**src/rtl/gkf_pkg.sv**
```systemverilog
package gkf_pkg;

  typedef enum logic {
    GKF_BYPASS = 1'b0,
    GKF_FILTER = 1'b1
  } gkf_mode_e;

  // A period of zero selects the pass-through path.
  function automatic gkf_mode_e gkf_mode_of(input logic is_zero);
    return is_zero ? GKF_BYPASS : GKF_FILTER;
  endfunction

  // Two samples agree on a new level that differs from the present output.
  function automatic logic gkf_accept(input logic smp, input logic prev, input logic cur);
    return (smp == prev) && (smp != cur);
  endfunction

endpackage

```
**src/rtl/gkf_sync.sv**
```systemverilog
module gkf_sync #(
  parameter int unsigned NUM_CH = 4
) (
  input  logic              clk,
  input  logic              rst_n,
  input  logic [NUM_CH-1:0] raw_in,
  output logic [NUM_CH-1:0] sync_out
);

  logic [NUM_CH-1:0] stage1_q;
  logic [NUM_CH-1:0] stage2_q;

  always_ff @(posedge clk or negedge rst_n) begin
    if (!rst_n) begin
      stage1_q <= '0;
      stage2_q <= '0;
    end else begin
      stage1_q <= raw_in;
      stage2_q <= stage1_q;
    end
  end

  assign sync_out = stage2_q;

endmodule

```
**src/rtl/gkf_period_regs.sv**
```systemverilog
module gkf_period_regs #(
  parameter int unsigned NUM_CH = 4,
  parameter int unsigned PER_W  = 4,
  parameter int unsigned DATA_W = 8,
  parameter int unsigned CH_W   = 2
) (
  input  logic                    clk,
  input  logic                    rst_n,
  input  logic                    wr_en,
  input  logic [CH_W-1:0]         wr_ch,
  input  logic [DATA_W-1:0]       wr_data,
  input  logic [CH_W-1:0]         rd_ch,
  output logic [DATA_W-1:0]       rd_data,
  output logic [NUM_CH*PER_W-1:0] per_flat,
  output logic [NUM_CH-1:0]       restart
);

  logic [PER_W-1:0] per_q [NUM_CH];
  logic             unused_hi_bits;

  assign unused_hi_bits = ^wr_data[DATA_W-1:PER_W];

  for (genvar c = 0; c < NUM_CH; c++) begin : g_reg
    assign restart[c] = wr_en && (wr_ch == CH_W'(c));

    always_ff @(posedge clk or negedge rst_n) begin
      if (!rst_n) begin
        per_q[c] <= '0;
      end else if (restart[c]) begin
        per_q[c] <= wr_data[PER_W-1:0];
      end
    end

    assign per_flat[c*PER_W +: PER_W] = per_q[c];
  end

  always_comb begin
    rd_data = '0;
    for (int c = 0; c < NUM_CH; c++) begin
      if (rd_ch == CH_W'(c)) begin
        rd_data[PER_W-1:0] = per_q[c];
      end
    end
  end

endmodule

```
**src/rtl/gkf_chan.sv**
```systemverilog
module gkf_chan
  import gkf_pkg::*;
#(
  parameter int unsigned PER_W = 4
) (
  input  logic             clk,
  input  logic             rst_n,
  input  logic             tick,
  input  logic             sync_in,
  input  logic [PER_W-1:0] period,
  input  logic             restart,
  output logic             filt,
  output logic             sample_evt
);

  logic [PER_W-1:0] cnt_q;
  logic             prev_q;
  logic             filt_q;
  gkf_mode_e        mode;
  logic             due;

  // Last tick of the current period.
  function automatic logic period_end(input logic [PER_W-1:0] cnt,
                                      input logic [PER_W-1:0] per);
    return cnt == (per - PER_W'(1));
  endfunction

  assign mode       = gkf_mode_of(period == '0);
  assign due        = tick && period_end(cnt_q, period);
  assign sample_evt = (mode == GKF_FILTER) && !restart && due;

  always_ff @(posedge clk or negedge rst_n) begin
    if (!rst_n) begin
      cnt_q  <= '0;
      prev_q <= 1'b0;
      filt_q <= 1'b0;
    end else if (restart) begin
      cnt_q  <= '0;
      prev_q <= filt_q;
    end else if (mode == GKF_BYPASS) begin
      cnt_q  <= '0;
      prev_q <= sync_in;
      filt_q <= sync_in;
    end else if (tick) begin
      if (due) begin
        cnt_q  <= '0;
        prev_q <= sync_in;
        if (gkf_accept(sync_in, prev_q, filt_q)) begin
          filt_q <= sync_in;
        end
      end else begin
        cnt_q <= cnt_q + PER_W'(1);
      end
    end
  end

  assign filt = filt_q;

endmodule

```
**src/rtl/gkey_filter.sv**
```systemverilog
module gkey_filter #(
  parameter int unsigned NUM_CH = 4,
  parameter int unsigned PER_W  = 4,
  parameter int unsigned DATA_W = 8,
  localparam int unsigned CH_W  = (NUM_CH > 1) ? $clog2(NUM_CH) + 1 : 1
) (
  input  logic              clk,
  input  logic              rst_n,
  input  logic              ms_tick,
  input  logic              wr_en,
  input  logic [CH_W-1:0]   wr_ch,
  input  logic [DATA_W-1:0] wr_data,
  input  logic [CH_W-1:0]   rd_ch,
  output logic [DATA_W-1:0] rd_data,
  input  logic [NUM_CH-1:0] det_in,
  output logic [NUM_CH-1:0] filt_out
);

  logic [NUM_CH-1:0]       sync_w;
  logic [NUM_CH*PER_W-1:0] per_flat_w;
  logic [NUM_CH-1:0]       restart_w;
  logic [NUM_CH-1:0]       evt_w;

  gkf_sync #(.NUM_CH(NUM_CH)) u_sync (
    .clk      (clk),
    .rst_n    (rst_n),
    .raw_in   (det_in),
    .sync_out (sync_w)
  );

  gkf_period_regs #(
    .NUM_CH (NUM_CH),
    .PER_W  (PER_W),
    .DATA_W (DATA_W),
    .CH_W   (CH_W)
  ) u_regs (
    .clk      (clk),
    .rst_n    (rst_n),
    .wr_en    (wr_en),
    .wr_ch    (wr_ch),
    .wr_data  (wr_data),
    .rd_ch    (rd_ch),
    .rd_data  (rd_data),
    .per_flat (per_flat_w),
    .restart  (restart_w)
  );

  for (genvar c = 0; c < NUM_CH; c++) begin : g_chan
    gkf_chan #(.PER_W(PER_W)) u_chan (
      .clk        (clk),
      .rst_n      (rst_n),
      .tick       (ms_tick),
      .sync_in    (sync_w[c]),
      .period     (per_flat_w[c*PER_W +: PER_W]),
      .restart    (restart_w[c]),
      .filt       (filt_out[c]),
      .sample_evt (evt_w[c])
    );
  end

endmodule

```
**config.mk**
```make
export PLATFORM = sky130hd
export DESIGN_NAME = gkey_filter
export DESIGN_NICKNAME = d
export VERILOG_FILES = /design/src/rtl/gkf_pkg.sv /design/src/rtl/gkf_sync.sv /design/src/rtl/gkf_period_regs.sv /design/src/rtl/gkf_chan.sv /design/src/rtl/gkey_filter.sv
export SDC_FILE = /design/constraint.sdc
export NUM_CORES = 1
export LEC_CHECK = 0
export ABC_AREA = 1
export BUFFER_PORTS_ARGS = -buffer_cell sky130_fd_sc_hd__clkbuf_2
export CORE_MARGIN = 5
export CORE_UTILIZATION = 59
export CTS_CLUSTER_SIZE = 28
export DETAILED_ROUTE_END_ITERATION = 10
export GPL_TIMING_DRIVEN = 0
export PLACE_DENSITY = 0.8
export SLEW_MARGIN = 40
export SYNTH_ARGS = -nofsm -noshare
export SYNTH_HDL_FRONTEND = slang
export SYNTH_SLANG_ARGS = --single-unit
export TNS_END_PERCENT = 5
```
**constraint.sdc**
```tcl
create_clock -name clk -period 2.2 [get_ports clk]
set_clock_uncertainty 0.2 [all_clocks]
set_input_delay 0.11 -clock clk [delete_from_list [all_inputs] [get_ports clk]]
set_output_delay 0.11 -clock clk [all_outputs]
set_load 0.03 [all_outputs]
```
==> metrics.csv <==
metric;value;unit
run_status;completed;
globalplace.congestion;0.929;
floorplan.initialDensity;0.603;
critical_path.reg2reg.startpoint;u_regs.per_flat[0];
core;5040;um^2
maxClockFrequency;0.541;GHz
critical_path.max_fanout;5;
critPathLaunchType;flip-flop;
grt_usage;0.228;
wire_length_of_the_first_global_routing_pass;11.8;mm
timing.critical_path.slowest_cell_delay;0.46;ns
yosys.area.top_type_share;0.395;
final_nets;496;
placement.setup.worst_slack;0.389;ns
critPathRequiredTime;2.20;ns
ys_seq_elements;48;
rows;26;
fin_ws;0.352;ns
fin_worst_hold_slack;0.0106;ns
initialDrtViolationCount;160;
antennaDiodeCount;0;
clock_latency;0.30;ns
via_count_of_the_first_global_routing_pass;2729;
finalHoldViolCount;0;
netlist_instances;415;
whs_endpoint;g_chan[0].u_chan.prev_q;
dieHeight;81.8;um
post_route_cells_drive_above_1_share;0.151;
detail_route.drc_violations;0;
clock_sink_count;48;
layout-area-overhead-vs-synth;15.6;%
timing.hold.worst_path_depth;5;
rr_worst_depth;11;
num-fill-cells;415;
final_critical_delay_including_setup_and_external_delays;1.85;ns
grt_antenna_before_repair;0;
irDropWorstVdd;690;uV
critPathSlowestCell;dfrtp_1;
drt_pre_antenna_iters;4;
post-route-period-util;0.840;
place_area;3270;um^2
wire_per_inst;12.2;um
die_area;6690;um^2
hold_path_startpoint;wr_en;
powerDensity;976;nW/um^2
synth.area.top_cells;dfrtp_1 40%, nand2_1 17%, inv_1 6.8%;
setup_repair_after_global_routing_missed_its_margin;no;
width_of_the_die;81.8;um
synth_top_cell_by_area;dfrtp_1;
yosysWarnings;0;
cellLeakagePower;1.88;nW
critical_path_class;flip-flop to flip-flop;
cts_resized;0;
clk_pin_slew;0.09;ns
tritoncts.num_buffers;5;
grt.overflow.total;0;
finalSetupViolCount;0;
number_of_distinct_library_cell_variants_in_the_gate_level_netlist_after_synthesis;31;
top_level_ports;34;
worstPathCellList;inv_2 -> ha_1 -> inv_1 -> nand2_1 -> nand2_1 -> nor2_1 -> nand3_2 -> nand2_2 -> nand3_1 -> nand2_1 -> nand2_1;
clk_root_buffer_cell;clkbuf_8;
hold_path.class;primary input to flip-flop;
drv.max_cap_violation_count;0;
slew-limit-headroom;0.559;
syn_area_per_cell;7.32;um^2
cts_max_path_buffers;2;
maximum_number_of_pins_on_one_net_before_global_route_repair;49;
post_drt_via_cell_ratio;5.06;
final_design_area_no_fill;3510;um^2
critical_path.endpoint_type;flip-flop;
crit-reg2reg-capture;g_chan[0].u_chan.filt;
fin_total_pwr;3.43;mW
transition_at_the_pin_with_the_smallest_max_transition_slack;0.661;ns
timing.reg2reg.setup_slack;0.35;ns
maxSlewViolCount;0;
total_length_of_routed_wires;6.53;mm
synth_area;3040;um^2
antenna_violating_nets_post_route;0;
route.vias.total;2695;
cpMostUsedCell;nand2_1;
setup-tns-final;0;ns
timing.critical_path.arrival;1.85;ns
ctsHtreeMaxLevel;2;
tritoncts;built;
port_buffers;25;
detailedPlacementHpwl;4.75;mm
synth_sequential_area_ratio;0.395;
-- routing by layer --
layer / part of all wire / GRT usage / vias to the layer above
met3: 0.038 / 0.0439 / 12
li1: - / - / 1409
met4: 0.027 / 0.105 / 0
met1: 0.44 / 0.282 / 1224
met5: 0 / 0 / -
met2: 0.50 / 0.382 / 50
-- cell families after synthesis --
group           synth area share
simple gates               0.334
fa+ha+maj                 0.0494
compound gates            0.0910
flops                      0.395
mux                      0.00370
buf+inv                    0.105
other cells              0.00123
xor+xnor                  0.0202
-- final cells by class --
type,count,area (um^2),area share
Multi-Input combinational cell,294,1530,0.435
Sequential cell,48,1200,0.342
Timing Repair Buffer,37,248,0.0705
Inverter,63,236,0.0673
Clock buffer,7,96.3,0.0274
Tap cell,70,87.6,0.0249
Buffer,13,83.8,0.0239
Clock inverter,1,30.0,0.00855
-- flip-flops by register name, indices dropped and copies added (netlist names) --
register              count
g_chan.u_chan.cnt_q      16
u_sync.stage1_q           4
g_chan.u_chan.filt        4
u_sync.sync_out           4
g_chan.u_chan.prev_q      4
u_regs.per_flat          16
-- placed cells by master, fill, tap and decap left out --
| cell | netlist | routed |
|---|---|---|
| buf_4 | 8 | 8 |
| o22ai_1 | 3 | 3 |
| a21oi_1 | 2 | 2 |
| a21boi_0 | 1 | 1 |
| nor2_4 | 1 | 1 |
| nand3_2 | 12 | 12 |
| nand2_1 | 141 | 141 |
| nand3_4 | 1 | 1 |
| clkbuf_1 | 1 | 1 |
| buf_2 | 4 | 4 |
| clkbuf_2 | 0 | 24 |
| nand2_2 | 2 | 2 |
| ha_1 | 12 | 12 |
| o21ai_0 | 26 | 26 |
| conb_1 | 1 | 4 |
| nor3b_1 | 1 | 1 |
| nor3_1 | 4 | 4 |
| inv_1 | 55 | 55 |
| o2111ai_1 | 4 | 4 |
| bufinv_16 | 0 | 1 |
| nand3_1 | 26 | 26 |
| dfrtp_1 | 48 | 48 |
| inv_2 | 8 | 8 |
| nand4_2 | 1 | 1 |
| a21o_1 | 1 | 1 |
| nand3b_1 | 1 | 1 |
| xnor2_1 | 1 | 1 |
| xor2_1 | 6 | 6 |
| nand4_1 | 9 | 9 |
| clkbuf_8 | 0 | 7 |
| clkbuf_4 | 0 | 1 |
| mux2_1 | 1 | 1 |
| o21ai_1 | 3 | 3 |
| nor2_1 | 24 | 24 |
| dlygate4sd3_1 | 0 | 12 |
| o21bai_1 | 7 | 7 |
-- critical path, delay by kind of cell (launching register included) --
kind / cells / cell delay [ns]
flops: 1 / 0.46
fa+ha+maj: 1 / 0.31
buf+inv: 2 / 0.12
simple gates: 8 / 0.66
-- synthesized netlist by cell type, drive strengths merged --
cell type,instances
nand2,143
inv,63
dfrtp,48
nand3,39
o21ai,29
nor2,25
buf,12
ha,12
nand4,10
o21bai,7
xor2,6
nor3,4
o2111ai,4
o22ai,3
a21oi,2
a21boi,1
a21o,1
clkbuf,1
conb,1
mux2,1
nand3b,1
nor3b,1
xnor2,1
-- power breakdown --
part           switching, mW  leakage, nW  internal, mW
Combinational          0.812         1.21         0.527
Clock                  0.298       0.0645         0.401
Sequential             0.269        0.606          1.12
-- metrics by stage --
stage | cells | util
finish | 533 | 0.697
detailed placement | 513 | 0.648
global route | 533 | 0.697
floorplan | 418 | -
global placement | 513 | 0.647
CTS | 533 | 0.697
-- worst max path at each step --
stage | start | endpoint | slack [ns] | cells after the start
final | u_regs.per_flat[0] | g_chan[0].u_chan.filt | 0.35 | 11
after global routing | u_regs.per_flat[4] | g_chan[1].u_chan.prev_q | 0.19 | 11
after CTS | u_regs.per_flat[0] | g_chan[0].u_chan.filt | 0.35 | 11
after detailed placement | u_regs.per_flat[0] | g_chan[0].u_chan.filt | 0.39 | 11
after global placement | u_regs.per_flat[4] | g_chan[1].u_chan.prev_q | 0.42 | 11
after floorplan | u_regs.per_flat[4] | g_chan[1].u_chan.filt | 0.58 | 11
-- timing repair --
| item | CTS | global route |
|---|---|---|
| hold buffers | 12 | 0 |
| hold endpoints to repair | 68 | 0 |
| setup buffers | 0 | 0 |
No activity file was read; power rests on OpenSTA's default activity.
